### src/rtl/qlf_pkg.sv
package qlf_pkg;
  localparam int unsigned LANES      = 4;
  localparam int unsigned BYTE_W     = 8;
  localparam int unsigned LANE_IDX_W = 2;
  localparam int unsigned WORD_W     = LANES * BYTE_W;

  typedef logic [BYTE_W-1:0]     byte_t;
  typedef logic [LANE_IDX_W-1:0] lane_idx_t;
endpackage

### src/rtl/qlf_lane.sv
module qlf_lane
  import qlf_pkg::*;
#(
  parameter int unsigned DEPTH = 16
) (
  input  logic                         clk,
  input  logic                         rst_ni,
  input  logic                         push_i,
  input  byte_t                        data_i,
  input  logic                         pop_i,
  output byte_t                        head_o,
  output logic [$clog2(DEPTH+1)-1:0]   count_o
);
  localparam int unsigned AW = (DEPTH > 1) ? $clog2(DEPTH) : 1;
  localparam int unsigned CW = $clog2(DEPTH + 1);

  byte_t           mem_q [DEPTH];
  logic [AW-1:0]   wr_q, wr_d, rd_q, rd_d;
  logic [CW-1:0]   cnt_q, cnt_d;

  always_comb begin
    wr_d  = wr_q;
    rd_d  = rd_q;
    cnt_d = cnt_q;
    if (push_i) wr_d = (wr_q == AW'(DEPTH - 1)) ? '0 : wr_q + 1'b1;
    if (pop_i)  rd_d = (rd_q == AW'(DEPTH - 1)) ? '0 : rd_q + 1'b1;
    case ({push_i, pop_i})
      2'b10:   cnt_d = cnt_q + 1'b1;
      2'b01:   cnt_d = cnt_q - 1'b1;
      default: cnt_d = cnt_q;
    endcase
  end

  always_ff @(posedge clk or negedge rst_ni) begin
    if (!rst_ni) begin
      wr_q  <= '0;
      rd_q  <= '0;
      cnt_q <= '0;
    end else begin
      wr_q  <= wr_d;
      rd_q  <= rd_d;
      cnt_q <= cnt_d;
    end
  end

  always_ff @(posedge clk) begin
    if (push_i) mem_q[wr_q] <= data_i;
  end

  assign head_o  = mem_q[rd_q];
  assign count_o = cnt_q;


  lane_no_overflow_chk: assert property (@(posedge clk) disable iff (!rst_ni)
    push_i |-> (cnt_q != CW'(DEPTH)));


  lane_no_underflow_chk: assert property (@(posedge clk) disable iff (!rst_ni)
    pop_i |-> (cnt_q != '0));


  lane_push_pop_hold_chk: assert property (@(posedge clk) disable iff (!rst_ni)
    (push_i && pop_i) |=> $stable(cnt_q));
endmodule

### src/rtl/qlf_flags.sv
module qlf_flags
  import qlf_pkg::*;
#(
  parameter int unsigned DEPTH = 16
) (
  input  logic [LANES-1:0][$clog2(DEPTH+1)-1:0] counts_i,
  output logic [LANES-1:0]                      lane_full_o,
  output logic [LANES-1:0]                      lane_empty_o,
  output logic                                  w_full_o,
  output logic                                  w_half_o,
  output logic                                  w_empty_o,
  output logic                                  w_avail_o,
  output logic                                  b_full_o,
  output logic                                  b_half_o,
  output logic                                  b_empty_o,
  output logic                                  b_avail_o
);
  localparam int unsigned CW = $clog2(DEPTH + 1);
  localparam int unsigned TW = CW + LANE_IDX_W;

  logic [TW-1:0] total;

  always_comb begin
    total = '0;
    for (int k = 0; k < int'(LANES); k++) begin
      lane_full_o[k]  = (counts_i[k] == CW'(DEPTH));
      lane_empty_o[k] = (counts_i[k] == '0);
      total           = total + TW'(counts_i[k]);
    end
  end

  assign w_full_o  = |lane_full_o;
  assign w_empty_o = &lane_empty_o;
  assign w_avail_o = ~|lane_empty_o;
  assign w_half_o  = (total >= TW'(LANES * DEPTH / 2));
  assign b_full_o  = lane_full_o[0];
  assign b_empty_o = lane_empty_o[0];
  assign b_avail_o = ~lane_empty_o[0];
  assign b_half_o  = (counts_i[0] >= CW'(DEPTH / 2));
endmodule

### src/rtl/qlf_steer.sv
module qlf_steer
  import qlf_pkg::*;
(
  input  logic                    clk,
  input  logic                    rst_ni,
  input  logic                    word_mode_i,
  input  logic                    hw_push_i,
  input  logic [WORD_W-1:0]       hw_push_data_i,
  input  logic                    hb_push_i,
  input  byte_t                   hb_push_data_i,
  input  logic                    sr_push_i,
  input  byte_t                   sr_push_data_i,
  input  logic                    hw_pop_i,
  input  logic                    hb_pop_i,
  input  logic                    sr_pop_i,
  input  logic [LANES-1:0]        lane_full_i,
  input  logic [LANES-1:0]        lane_empty_i,
  output logic [LANES-1:0]        lane_push_o,
  output logic [LANES-1:0][BYTE_W-1:0] lane_wdata_o,
  output logic [LANES-1:0]        lane_pop_o,
  output lane_idx_t               sr_wr_lane_o,
  output lane_idx_t               sr_rd_lane_o,
  output logic                    illegal_o
);
  lane_idx_t wr_lane_q, wr_lane_d, rd_lane_q, rd_lane_d;
  logic      illegal_q, illegal_d;
  logic      push_bad, pop_bad, sr_push_ok, sr_pop_ok;

  always_comb begin
    lane_push_o = '0;
    push_bad    = 1'b0;
    sr_push_ok  = 1'b0;
    for (int k = 0; k < int'(LANES); k++) begin
      lane_wdata_o[k] = hw_push_data_i[k*BYTE_W +: BYTE_W];
    end
    if (hw_push_i) begin
      push_bad = hb_push_i | sr_push_i | (|lane_full_i);
      if (~|lane_full_i) lane_push_o = '1;
    end else if (hb_push_i) begin
      push_bad = sr_push_i | lane_full_i[0];
      if (!lane_full_i[0]) begin
        lane_push_o[0]  = 1'b1;
        lane_wdata_o[0] = hb_push_data_i;
      end
    end else if (sr_push_i) begin
      push_bad = lane_full_i[wr_lane_q];
      if (!lane_full_i[wr_lane_q]) begin
        lane_push_o[wr_lane_q]  = 1'b1;
        lane_wdata_o[wr_lane_q] = sr_push_data_i;
        sr_push_ok              = 1'b1;
      end
    end
  end

  always_comb begin
    lane_pop_o = '0;
    pop_bad    = 1'b0;
    sr_pop_ok  = 1'b0;
    if (hw_pop_i) begin
      pop_bad = hb_pop_i | sr_pop_i | (|lane_empty_i);
      if (~|lane_empty_i) lane_pop_o = '1;
    end else if (hb_pop_i) begin
      pop_bad = sr_pop_i | lane_empty_i[0];
      if (!lane_empty_i[0]) lane_pop_o[0] = 1'b1;
    end else if (sr_pop_i) begin
      pop_bad = lane_empty_i[rd_lane_q];
      if (!lane_empty_i[rd_lane_q]) begin
        lane_pop_o[rd_lane_q] = 1'b1;
        sr_pop_ok             = 1'b1;
      end
    end
  end

  always_comb begin
    illegal_d = push_bad | pop_bad;
    if (!word_mode_i) begin
      wr_lane_d = '0;
      rd_lane_d = '0;
    end else begin
      wr_lane_d = sr_push_ok ? wr_lane_q + 1'b1 : wr_lane_q;
      rd_lane_d = sr_pop_ok  ? rd_lane_q + 1'b1 : rd_lane_q;
    end
  end

  always_ff @(posedge clk or negedge rst_ni) begin
    if (!rst_ni) begin
      wr_lane_q <= '0;
      rd_lane_q <= '0;
      illegal_q <= 1'b0;
    end else begin
      wr_lane_q <= wr_lane_d;
      rd_lane_q <= rd_lane_d;
      illegal_q <= illegal_d;
    end
  end

  assign sr_wr_lane_o = wr_lane_q;
  assign sr_rd_lane_o = rd_lane_q;
  assign illegal_o    = illegal_q;


  push_prio_chk: assert property (@(posedge clk) disable iff (!rst_ni)
    (hw_push_i && (hb_push_i || sr_push_i)) |=> illegal_o);


  word_pop_empty_chk: assert property (@(posedge clk) disable iff (!rst_ni)
    (hw_pop_i && (|lane_empty_i)) |=> illegal_o);


  rot_advance_chk: assert property (@(posedge clk) disable iff (!rst_ni)
    (word_mode_i && sr_push_i && !hw_push_i && !hb_push_i && !lane_full_i[wr_lane_q])
    |=> (wr_lane_q == ($past(wr_lane_q) + 2'd1)));


  byte_mode_lane_chk: assert property (@(posedge clk) disable iff (!rst_ni)
    !word_mode_i |=> ((wr_lane_q == '0) && (rd_lane_q == '0)));


  single_push_src_chk: assert property (@(posedge clk) disable iff (!rst_ni)
    (hb_push_i && sr_push_i && !hw_push_i) |-> (lane_push_o[LANES-1:1] == '0));
endmodule

### src/rtl/quad_lane_fifo.sv
module quad_lane_fifo
  import qlf_pkg::*;
#(
  parameter int unsigned LANE_DEPTH = 16
) (
  input  logic        clk,
  input  logic        rst_n,
  input  logic        word_mode,
  input  logic        hw_push,
  input  logic [31:0] hw_push_data,
  input  logic        hw_pop,
  output logic [31:0] hw_pop_data,
  input  logic        hb_push,
  input  logic [7:0]  hb_push_data,
  input  logic        hb_pop,
  output logic [7:0]  hb_pop_data,
  input  logic        sr_push,
  input  logic [7:0]  sr_push_data,
  output logic        sr_push_ready,
  output logic [1:0]  sr_push_lane,
  input  logic        sr_pop,
  output logic [7:0]  sr_pop_data,
  output logic        sr_pop_valid,
  output logic [1:0]  sr_pop_lane,
  output logic        w_full,
  output logic        w_half,
  output logic        w_empty,
  output logic        w_avail,
  output logic        b_full,
  output logic        b_half,
  output logic        b_empty,
  output logic        b_avail,
  output logic        illegal
);
  localparam int unsigned CW = $clog2(LANE_DEPTH + 1);

  logic rst_meta_q, rst_sync_q;

  always_ff @(posedge clk or negedge rst_n) begin
    if (!rst_n) begin
      rst_meta_q <= 1'b0;
      rst_sync_q <= 1'b0;
    end else begin
      rst_meta_q <= 1'b1;
      rst_sync_q <= rst_meta_q;
    end
  end

  logic [LANES-1:0][CW-1:0]     counts;
  logic [LANES-1:0][BYTE_W-1:0] heads;
  logic [LANES-1:0][BYTE_W-1:0] lane_wdata;
  logic [LANES-1:0]             lane_push, lane_pop, lane_full, lane_empty;
  lane_idx_t                    wr_lane, rd_lane;

  qlf_steer u_steer (
    .clk            (clk),
    .rst_ni         (rst_sync_q),
    .word_mode_i    (word_mode),
    .hw_push_i      (hw_push),
    .hw_push_data_i (hw_push_data),
    .hb_push_i      (hb_push),
    .hb_push_data_i (hb_push_data),
    .sr_push_i      (sr_push),
    .sr_push_data_i (sr_push_data),
    .hw_pop_i       (hw_pop),
    .hb_pop_i       (hb_pop),
    .sr_pop_i       (sr_pop),
    .lane_full_i    (lane_full),
    .lane_empty_i   (lane_empty),
    .lane_push_o    (lane_push),
    .lane_wdata_o   (lane_wdata),
    .lane_pop_o     (lane_pop),
    .sr_wr_lane_o   (wr_lane),
    .sr_rd_lane_o   (rd_lane),
    .illegal_o      (illegal)
  );

  for (genvar k = 0; k < int'(LANES); k++) begin : g_lane
    qlf_lane #(.DEPTH(LANE_DEPTH)) u_lane (
      .clk     (clk),
      .rst_ni  (rst_sync_q),
      .push_i  (lane_push[k]),
      .data_i  (lane_wdata[k]),
      .pop_i   (lane_pop[k]),
      .head_o  (heads[k]),
      .count_o (counts[k])
    );
    assign hw_pop_data[k*BYTE_W +: BYTE_W] = heads[k];
  end

  qlf_flags #(.DEPTH(LANE_DEPTH)) u_flags (
    .counts_i     (counts),
    .lane_full_o  (lane_full),
    .lane_empty_o (lane_empty),
    .w_full_o     (w_full),
    .w_half_o     (w_half),
    .w_empty_o    (w_empty),
    .w_avail_o    (w_avail),
    .b_full_o     (b_full),
    .b_half_o     (b_half),
    .b_empty_o    (b_empty),
    .b_avail_o    (b_avail)
  );

  assign hb_pop_data   = heads[0];
  assign sr_pop_data   = heads[rd_lane];
  assign sr_push_ready = ~lane_full[wr_lane];
  assign sr_pop_valid  = ~lane_empty[rd_lane];
  assign sr_push_lane  = wr_lane;
  assign sr_pop_lane   = rd_lane;


  word_avail_chk: assert property (@(posedge clk) disable iff (!rst_sync_q)
    w_avail |-> (b_avail && !w_empty));


  illegal_pulse_chk: assert property (@(posedge clk) disable iff (!rst_sync_q)
    (!hw_push && !hb_push && !sr_push && !hw_pop && !hb_pop && !sr_pop) |=> !illegal);
endmodule

### config.mk
export PLATFORM = sky130hd
export DESIGN_NAME = quad_lane_fifo
export DESIGN_NICKNAME = d
export VERILOG_FILES = /design/src/rtl/qlf_pkg.sv /design/src/rtl/qlf_lane.sv /design/src/rtl/qlf_flags.sv /design/src/rtl/qlf_steer.sv /design/src/rtl/quad_lane_fifo.sv
export SDC_FILE = /design/constraint.sdc
export NUM_CORES = 1
export LEC_CHECK = 0
export BUFFER_PORTS_ARGS = -buffer_cell sky130_fd_sc_hd__buf_4
export CORE_ASPECT_RATIO = 0.6
export CORE_UTILIZATION = 55
export DETAILED_ROUTE_END_ITERATION = 16
export PLACE_DENSITY = 0.75
export SLEW_MARGIN = 40
export SYNTH_ARGS = -nofsm -noshare
export SYNTH_HDL_FRONTEND = slang
export SYNTH_HIERARCHICAL = 1
export SYNTH_SLANG_ARGS = --single-unit
### constraint.sdc
create_clock -name clk -period 3.6 [get_ports clk]
set_clock_uncertainty 0.15 [all_clocks]
set_input_delay 1.08 -clock clk [delete_from_list [all_inputs] [get_ports clk]]
set_output_delay 1.08 -clock clk [all_outputs]
set_load 0.02 [all_outputs]
==> out/results.tsv <==
metric	value	unit
status	finished with violations	
violations	setup timing	
yosys-top-cells-count	edfxtp_1, mux4_2, nand2_1	
hpwl	42230	um
drive_gt1_frac	0.4324	
leakagePower	11.04	nW
p_total	0.02862	W
final_nets	1848	
setup_tns	-10.22	ns
place.gp.congestion	0.9366	
yosysUniqueCellTypes	60	
synth_area_leader_cell	edfxtp_1	
cts_sinks	571	
viasPerCell	6.320	
syn_avg_cell_area	17.86	um^2
path_clk_slew	0.07	ns
dpl_cell_area	27780	um^2
design.die.area	46410	um^2
core-area	44820	um^2
async_flop_share	0.1033	
wl	65490	um
grt_overflow	0	
fmax	232.0	MHz
synth-simple-area-share	0.05542	
antenna_found_initial	2	
synth_top_family_by_area	multiplexers	
synth-edff-count	512	
grt_use_total	0.2836	
max-vdd-ir-drop	0.6903	mV
pre_cts_slack	-0.1399	ns
finalWorstSetupSlack	-0.7108	ns
syn-cell-area	25040	um^2
worstSetupEndpointType	primary output	
maxSlewHeadroom	0.4094	
synth-adder-area-share	0.03298	
start_util	0.5587	
synth_area_leaders	edfxtp_1, mux4_2, dfrtp_1	
setup_viol	48	
cts_root_buf	clkbuf_16	
hold_viol	0	
placementRows	60	
synthesis.nets	1519	
drt_drc_violations_left	0	
cp_max_fo	2	
synth-compound-area-share	0.04777	
hp-class	in2async	
port_buffers	119	
synth_top_area_share	0.6141	
grt_max_degree	37	
synth_cells	1402	
wl_per_cell	27.69	um
vias	14946	
drv_cap	0	
synth-seq-area-share	0.6730	
syn_to_final_growth	23.58	%
yosysMostFrequentCell	edfxtp_1	
synth.mux.area_fraction	0.1524	
fp.dieH	167.3	um
yosys_warnings	6	
fin_crit	4.311	ns
p_per_area	924.9	nW/um^2
drv_slew	0	
cp.arrival	3.08	ns
h-tree-depth	2	
cts_tree	yes	
synth_xor_area_frac	0.01119	
tightest_slew	0.8826	ns
holdWs	0.1150	ns
dr.pass1.iters	5	
crit_type	reg2out	
fin_crit_sh	1.197	
cts_buffer_depth	3	
cp-start-kind	flip-flop	
clk_latency	0.59	ns
die_w	277.5	um
cts_made_buffers	51	
ys_ff_latch	571	
drt_iter0_drc	2022	
crit_required	2.37	ns
grt_pass1_vias	14537	
rsz0062_at_grt	yes	
synth_top_flop_cell	edfxtp_1	
final_area	30940	um^2
ios	120	
drtAntennaViolNets	0	
grt_pass1_wl	95480	um
[per-layer routing]
| metal | GRT usage | routed length [um] | up-vias |
|---|---|---|---|
| li1 | - | - | 6250 |
| met1 | 0.4245 | 26580 | 7636 |
| met2 | 0.4069 | 28850 | 930 |
| met3 | 0.07911 | 7945 | 130 |
| met4 | 0.08792 | 2116 | 0 |
| met5 | 0 | 0 | - |
[cells by family (layout without fill, tap and decap cells)]
group	count (synthesis)	after routing
AOI/OAI and AO/OA	169	169
xor gates and xnor gates	32	32
adders and majority gates	60	60
buffers and inverters	113	485
DFF	571	571
muxes	182	182
other	1	3
and+or+nand+nor	274	274
[per-stage QoR]
step | util | cells
4_1_cts | 0.6858 | 2359
3_3_place_gp | 0.6199 | 2224
3_5_place_dp | 0.6199 | 2224
2_1_floorplan | - | 1402
6_report | 0.6904 | 2365
5_1_grt | 0.6904 | 2365
[worst paths after layout]
kind | startpoint | endpoint | slack, ns | depth (start not counted)
min in group clk | rst_meta_q$_DFF_PN0_ | rst_sync_q$_DFF_PN0_ | 0.20 | 0
max in group asynchronous | rst_sync_q$_DFF_PN0_ | g_lane[2].u_lane/rd_q[1]$_DFFE_PN0P_ | 2.33 | 1
max reg2reg | g_lane[1].u_lane/count_o[1]$_DFFE_PN0P_ | g_lane[0].u_lane/count_o[4]$_DFFE_PN0P_ | 0.08 | 15
max | g_lane[2].u_lane/count_o[1]$_DFFE_PN0P_ | w_half | -0.71 | 8
min | rst_n | rst_meta_q$_DFF_PN0_ | 0.12 | 1
min reg2reg | rst_sync_q$_DFF_PN0_ | g_lane[0].u_lane/count_o[4]$_DFFE_PN0P_ | 0.14 | 0
[registers in the layout (all words and copies together) (netlist names)]
name	count
rst_meta_q	1
rst_sync_q	1
u_steer/sr_wr_lane_o	2
g_lane.u_lane/wr_q	16
u_steer/sr_rd_lane_o	2
u_steer/illegal_o	1
g_lane.u_lane/rd_q	16
g_lane.u_lane/mem_q	512
g_lane.u_lane/count_o	20
[cells in the final DEF (no fill, tap or decap), drive strengths merged, types with 5 or more instances in the layout]
cell,netlist,final
nand3,14,14
a22o,16,16
mux2i,8,8
nor3,15,15
a221o,9,9
o21ai,34,34
xnor2,12,12
a31oi,8,8
buf,48,357
dfrtp,59,59
edfxtp,512,512
fa,10,10
nor2,66,66
a22oi,64,64
clkinv,0,17
ha,50,50
nand2b,24,24
nor2b,16,16
nor3b,10,10
clkbuf,33,63
nand4,5,5
and2,15,15
inv,32,35
a21oi,17,17
xor2,20,20
mux2,35,35
nor4,5,5
bufinv,0,10
nand2,82,82
mux4,139,139
[critical path, stage by stage (launching register included)]
cell	delay, ns
dfrtp_2	0.42
fa_1	0.49
fa_1	0.49
ha_2	0.18
inv_2	0.04
fa_2	0.31
nand3b_1	0.18
o211ai_1	0.21
buf_4	0.18
[repair_timing]
| action | in CTS | in global routing |
|---|---|---|
| hold buffers | 0 | 0 |
| endpoints found under the setup margin | 55 | 62 |
| gates cloned | 9 | 0 |
| pin swaps | 59 | 62 |
| buffers inserted | 47 | 28 |
| gates resized for setup | 248 | 76 |
[power breakdown]
| part | total, W | internal [W] | switching [W] | leakage (nW) |
|---|---|---|---|---|
| clock network | 0.00590 | 0.00344 | 0.00246 | 0.892 |
| registers | 0.00886 | 0.00824 | 0.000617 | 5.33 |
| logic | 0.0139 | 0.00669 | 0.00717 | 4.82 |
[cell type report]
class	count	area, um^2
Sequential cell	571	16860
Fill cell	2742	13880
Multi-Input combinational cell	718	7915
Timing Repair Buffer	357	3468
Clock buffer	63	1361
Tap cell	589	737.0
Clock inverter	33	470.5
Inverter	32	120.1
Antenna cell	2	5.005
Power figures use the tool's default switching activity.
